[config.mk]
export PLATFORM = sky130hd
export DESIGN_NAME = desc_stream_dma
export DESIGN_NICKNAME = d
export VERILOG_FILES = /design/src/rtl/dstr_pkg.sv /design/src/rtl/dstr_ctl_decode.sv /design/src/rtl/dstr_byte_pick.sv /design/src/rtl/desc_stream_dma.sv
export SDC_FILE = /design/constraint.sdc
export NUM_CORES = 1
export LEC_CHECK = 0
export ABC_CLOCK_PERIOD_IN_PS = 3400
export BUFFER_PORTS_ARGS = -buffer_cell sky130_fd_sc_hd__buf_4
export CAP_MARGIN = 20
export CORE_AREA = 2 2 166 168
export DETAILED_ROUTE_END_ITERATION = 8
export DIE_AREA = 0 0 168 170
export PLACE_DENSITY = 0.7
export SLEW_MARGIN = 10
export SYNTH_ARGS = -nofsm -noshare
export SYNTH_HDL_FRONTEND = slang
export SYNTH_SLANG_ARGS = --single-unit
[constraint.sdc]
create_clock -name clk -period 3.4 [get_ports clk]
set_clock_uncertainty 0.1 [all_clocks]
set_input_delay 0.34 -clock clk [delete_from_list [all_inputs] [get_ports clk]]
set_output_delay 0.34 -clock clk [all_outputs]
set_load 0.05 [all_outputs]
[src/rtl/dstr_pkg.sv]
package dstr_pkg;

    typedef enum logic [3:0] {
        S_IDLE   = 4'd0,
        S_FETCH  = 4'd1,
        S_FCAP   = 4'd2,
        S_CHECK  = 4'd3,
        S_BRD    = 4'd4,
        S_BCAP   = 4'd5,
        S_SEND   = 4'd6,
        S_FINISH = 4'd7,
        S_WB     = 4'd8
    } dstr_state_e;

    // word slots inside a descriptor
    localparam int DW_NEXT  = 0;
    localparam int DW_BUF   = 1;
    localparam int DW_CTL   = 2;
    localparam int DW_AFTER = 3;
    localparam int DESC_WORDS = 4;

    // control word bit positions
    localparam int CTL_END_BIT = 0;
    localparam int CTL_EOP_BIT = 3;
    localparam int CTL_IRQ_BIT = 4;

endpackage

[src/rtl/dstr_ctl_decode.sv]
module dstr_ctl_decode
    import dstr_pkg::*;
#(
    parameter int WORD_W = 32
) (
    input  logic [WORD_W-1:0] ctl,
    output logic              chain_end,
    output logic              pkt_end,
    output logic              irq_en
);
    logic ctl_unused;

    assign chain_end  = ctl[CTL_END_BIT];
    assign pkt_end    = ctl[CTL_EOP_BIT];
    assign irq_en     = ctl[CTL_IRQ_BIT];
    assign ctl_unused = ^ctl;
endmodule

[src/rtl/dstr_byte_pick.sv]
module dstr_byte_pick #(
    parameter  int WORD_W = 32,
    localparam int LANES  = WORD_W / 8,
    localparam int SEL_W  = $clog2(LANES)
) (
    input  logic [WORD_W-1:0] word,
    input  logic [SEL_W-1:0]  sel,
    output logic [7:0]        byte_o
);
    logic [LANES-1:0][7:0] lanes;

    for (genvar g = 0; g < LANES; g++) begin : g_lane
        assign lanes[g] = word[8*g +: 8];
    end

    assign byte_o = lanes[sel];
endmodule

[src/rtl/desc_stream_dma.sv]
module desc_stream_dma
    import dstr_pkg::*;
#(
    parameter int ADDR_W = 32,
    parameter int WORD_W = 32
) (
    input  logic              clk,
    input  logic              rst_n,
    input  logic              start,
    input  logic [ADDR_W-1:0] start_ptr,
    output logic              busy,
    output logic              eol_flag,
    output logic              mem_rd,
    output logic              mem_wr,
    output logic [ADDR_W-1:0] mem_addr,
    output logic [WORD_W-1:0] mem_wdata,
    input  logic [WORD_W-1:0] mem_rdata,
    output logic              st_valid,
    input  logic              st_ready,
    output logic [7:0]        st_data,
    output logic              st_last,
    output logic              irq_pulse
);
    localparam int WORD_BYTES = WORD_W / 8;
    localparam int LANE_W     = $clog2(WORD_BYTES);
    localparam int IDX_W      = $clog2(DESC_WORDS);

    typedef struct packed {
        dstr_state_e                        st;
        logic [IDX_W-1:0]                   idx;
        logic [ADDR_W-1:0]                  ptr;
        logic [ADDR_W-1:0]                  pos;
        logic [DESC_WORDS-1:0][WORD_W-1:0]  dw;
        logic [7:0]                         dat;
        logic                               eol;
    } dstr_reg_t;

    dstr_reg_t q, d;

    logic              chain_end, pkt_end, irq_en;
    logic [7:0]        picked;
    logic [ADDR_W-1:0] stop_addr;
    logic [ADDR_W-1:0] word_ofs;

    dstr_ctl_decode #(.WORD_W(WORD_W)) i_ctl_decode (
        .ctl       (q.dw[DW_CTL]),
        .chain_end (chain_end),
        .pkt_end   (pkt_end),
        .irq_en    (irq_en)
    );

    dstr_byte_pick #(.WORD_W(WORD_W)) i_byte_pick (
        .word   (mem_rdata),
        .sel    (q.pos[LANE_W-1:0]),
        .byte_o (picked)
    );

    assign stop_addr = q.dw[DW_AFTER][ADDR_W-1:0];
    assign word_ofs  = ADDR_W'({q.idx, {LANE_W{1'b0}}});

    always_comb begin
        d         = q;
        mem_rd    = 1'b0;
        mem_wr    = 1'b0;
        mem_addr  = '0;
        mem_wdata = '0;
        case (q.st)
            S_IDLE: begin
                if (start) begin
                    d.st  = S_FETCH;
                    d.ptr = start_ptr;
                    d.idx = '0;
                    d.eol = 1'b0;
                end
            end
            S_FETCH: begin
                mem_rd   = 1'b1;
                mem_addr = q.ptr + word_ofs;
                d.st     = S_FCAP;
            end
            S_FCAP: begin
                d.dw[q.idx] = mem_rdata;
                if (q.idx == IDX_W'(DW_BUF)) begin
                    d.pos = mem_rdata[ADDR_W-1:0];
                end
                d.idx = q.idx + 1'b1;
                d.st  = (q.idx == IDX_W'(DESC_WORDS - 1)) ? S_CHECK : S_FETCH;
            end
            S_CHECK: begin
                d.st = (q.pos == stop_addr) ? S_FINISH : S_BRD;
            end
            S_BRD: begin
                mem_rd   = 1'b1;
                mem_addr = {q.pos[ADDR_W-1:LANE_W], {LANE_W{1'b0}}};
                d.st     = S_BCAP;
            end
            S_BCAP: begin
                d.dat = picked;
                d.st  = S_SEND;
            end
            S_SEND: begin
                if (st_ready) begin
                    d.pos = q.pos + 1'b1;
                    d.st  = S_CHECK;
                end
            end
            S_FINISH: begin
                d.idx = '0;
                d.st  = S_WB;
            end
            S_WB: begin
                mem_wr    = 1'b1;
                mem_addr  = q.ptr + word_ofs;
                mem_wdata = q.dw[q.idx];
                d.idx     = q.idx + 1'b1;
                if (q.idx == IDX_W'(DESC_WORDS - 1)) begin
                    if (chain_end) begin
                        d.eol = 1'b1;
                        d.st  = S_IDLE;
                    end else begin
                        d.ptr = q.dw[DW_NEXT][ADDR_W-1:0];
                        d.st  = S_FETCH;
                    end
                end
            end
            default: d.st = S_IDLE;
        endcase
    end

    always_ff @(posedge clk or negedge rst_n) begin
        if (!rst_n) begin
            q <= '0;
        end else begin
            q <= d;
        end
    end

    assign busy      = (q.st != S_IDLE);
    assign eol_flag  = q.eol;
    assign st_valid  = (q.st == S_SEND);
    assign st_data   = q.dat;
    assign st_last   = (q.st == S_SEND) && pkt_end && ((q.pos + 1'b1) == stop_addr);
    assign irq_pulse = (q.st == S_FINISH) && irq_en;

endmodule


==> reports/results.ini <==
[status]
status = complete, but fails checks
failed_checks = negative setup slack

[pwr]
total_leakage_power_nw = 6.48
power_mw = 15.0
vdd_ir_drop_max_mv = 0.669
power-per-cell-area_nw_per_um2 = 1000
switching_share_pct = 42.9
p_switching_mw = 6.44
comb_power_share_pct = 49.4
clkPwrFrac_pct = 18.1
intPower_mw = 8.59
p_seq_share_pct = 32.5

[critical_path]
start_kind = register
reg2reg_from = q[206]
endpoint = st_last
r2r_slack_ps = 570
critPathMaxFanout = 3
worstSetupStartpoint = q[144]
worstSetupEndpointType = output pin
reg2reg_depth = 10
crit_arrival_ps = 3180
r2r_end = q[161]
required_ps = 2960
crit_type = register to output pin

[placement]
dp_hpwl_um = 26900
placement.io_buffers = 146
gp_congestion = 0.974
dpl_worst_slack_ps = 143

[floorplanning]
die-area_um2 = 28600
coreArea_um2 = 26700
boundaryPins = 147
rows = 60
die_y_um = 170
start_util_pct = 45.7
dieWidth_um = 168

[cts]
cts.clk_slew.worst_paths_ps = 60
cts_tree = built
numCtsBuffers = 25
root_buffer = clkbuf_16
clock_sinks = 207
htree_num_levels = 1
insertion_delay_ps = 540
clk_path_buf_depth = 3

[sta]
worst_pin_slew_ps = 1130
rsz0062_at_grt = true
min_period_ps = 3620
final-max-slew-violation-count = 0
setup_viol = 1
max_freq_mhz = 277
setup_ws_ps = -215
fin_crit_sh_pct = 106
slew_headroom_pct = 24.9
finalHoldViolCount = 0

[yosys]
syn_nets = 1259
synthTopCellsByArea = dfrtp_1 43%, mux2_2 12%, mux4_2 7.4%, nand2_1 4.1%, o21ai_0 4.0%
syn-mean-instance-area_um2 = 10.3
synth_cell_types = 63
yosysSeqAreaShare_pct = 42.5
synthesis.area_um2 = 12200
synth_top_area_share_pct = 42.5
yosysTopAreaCell = dfrtp_1
async_flop_share_pct = 100
synth_edf_count = 0
synthFlopType = dfrtp_1
synth_seq_cells = 207
yosys_warnings = 0
syn_inst = 1183

[worst_hold_path]
min_path_cells = 2
hp-class = input port to register

[drt]
antenna_left = 0
via_per_inst = 5.90
wl_per_cell_um = 22.0
routed_wl_um = 37400
via_count = 10000
drc = 0
dr.pass1.iters = 5
drt-initial-drc-count = 836

[global_routing]
top_usage_layer = met2
grt_pass1_wl_um = 58000
track_usage_pct = 26.3
grt_util_met2_pct = 43.3
grt_start_max_net_pins = 82
grt_pass1_vias = 9942
overflow = 0
antenna_found_initial = 2
grt_util_met1_pct = 36.7
use_met3_pct = 3.65

[finish]
nets = 1418
area_delta_synth_final_pct = 23.3
fillers = 2311
drive_above_1_share_pct = 35.5

[run]
max_cap_viol_count = 0

==> how the worst min path moves through the flow <==
| stage | startpoint | end | slack (ps) |
|---|---|---|---|
| 2_1_floorplan | rst_n | eol_flag | -60 |
| 3_3_place_gp | rst_n | q[170] | 320 |
| 3_5_place_dp | rst_n | q[170] | 320 |
| 4_1_cts | start_ptr[11] | q[180] | 0.6 |
| 5_1_grt | mem_rdata[0] | q[73] | 3 |
| 6_report | mem_rdata[0] | q[73] | 2 |
==> power groups by stage <==
stage / Clock (mW) / Sequential (mW) / Combinational, mW
floorplan: 0 / 4.40 / 5.42
global placement: 0 / 4.80 / 7.09
detailed placement: 0 / 4.87 / 7.19
CTS: 2.76 / 4.84 / 7.36
global route: 2.86 / 5.04 / 7.97
finish: 2.72 / 4.88 / 7.42
==> per-layer routing <==
layer	share of wire, %	wire length (um)	up-vias
li1	-	-	4592
met1	44	16400	5015
met2	47	17700	360
met3	6.4	2390	64
met4	2.5	929	0
met5	0	0	-
==> sequential cells by signal (all words and copies together) (netlist names) <==
| signal | count |
|---|---|
| st_data | 8 |
| eol_flag | 1 |
| stop_addr | 32 |
| q | 166 |
==> through the flow <==
step                      utilization, %  cell area, um^2  TNS (ps)  cells  hold slack (ps)
after floorplan                        -            12200         0   1183            -55.6
after global placement              52.1            13900         0   1644              323
after detailed placement            52.1            13900         0   1644              325
after CTS                           56.0            14900      -203   1696            0.624
after global routing                56.4            15000      -361   1699             2.92
final                               56.4            15000      -215   1701             1.81
==> cells in the mapped netlist, types with 3 or more instances <==
library cell  number
buf_1             17
nand2_1          134
a21oi_1           58
mux2i_1           35
nor2_1            47
nand2b_1           3
nand3_1           31
clkbuf_1          57
nor4_1            16
nand4_1           23
or4_1              6
nor3_1            17
a31oi_1            4
xnor2_1           43
o21ai_0           98
nor2b_1            3
and3_1             9
buf_4             10
buf_2             12
ha_1               7
and4_1             9
mux2_2           135
dfrtp_1          207
xor2_1            30
and2_1            42
mux4_2            40
or3_1              4
a22oi_1            5
o22ai_1           16
a22o_1             3
inv_1             18
nor4_2             3
==> placed cells by master (no fill, tap or decap), drive strengths merged, types with 5 or more instances in the layout <==
| master | n |
|---|---|
| a21oi | 58 |
| a22oi | 5 |
| and2 | 42 |
| and3 | 9 |
| and4 | 9 |
| buf | 222 |
| clkbuf | 33 |
| clkinv | 7 |
| dfrtp | 207 |
| dlygate4sd3 | 6 |
| ha | 7 |
| inv | 20 |
| mux2 | 135 |
| mux2i | 35 |
| mux4 | 40 |
| nand2 | 134 |
| nand3 | 32 |
| nand4 | 24 |
| nor2 | 47 |
| nor3 | 17 |
| nor4 | 19 |
| o21ai | 98 |
| o22ai | 16 |
| or4 | 6 |
| xnor2 | 43 |
| xor2 | 30 |
==> cells by family (layout without fill, tap and decap cells) <==
family,after synthesis,after routing,share of synthesized area [%]
muxes,210,210,22.7
DFF,207,207,42.5
adders and majority gates,8,8,0.883
xor gates and xnor gates,73,73,5.25
and+or+nand+nor,357,357,14.7
AOI/OAI and AO/OA,212,212,9.91
buffers and inverters,116,291,4.01
other,0,2,0
==> area by class of cell <==
class                           instances  area (um^2)  area share (%)
Multi-Input combinational cell        860         6720            44.7
Timing Repair Buffer                  229         1800            11.9
Clock buffer                           32          692            4.60
Inverter                               19         71.3           0.474
Clock inverter                         11          138           0.916
Sequential cell                       207         5190            34.5
Antenna cell                            2         5.00          0.0333
Tap cell                              341          427            2.84
==> timing repair <==
item / in CTS / in global routing
hold buffers: 6 / 0
hold endpoints to repair: 87 / 0
cloned: 0 / 0
pin swaps: 8 / 5
setup buffers: 3 / 3
setup endpoints to repair: 11 / 9
gates resized for setup: 33 / 18
==> critical path: stages, from the launching register on <==
cell       delay, ps
dfrtp_1          370
nand4_1          190
buf_4            220
nor4_4           360
nand4_1          210
xnor2_1          220
nor4_4           310
o2111ai_2        170
nor4_4           380
buf_6            210
No activity file was read; power rests on OpenSTA's default activity.
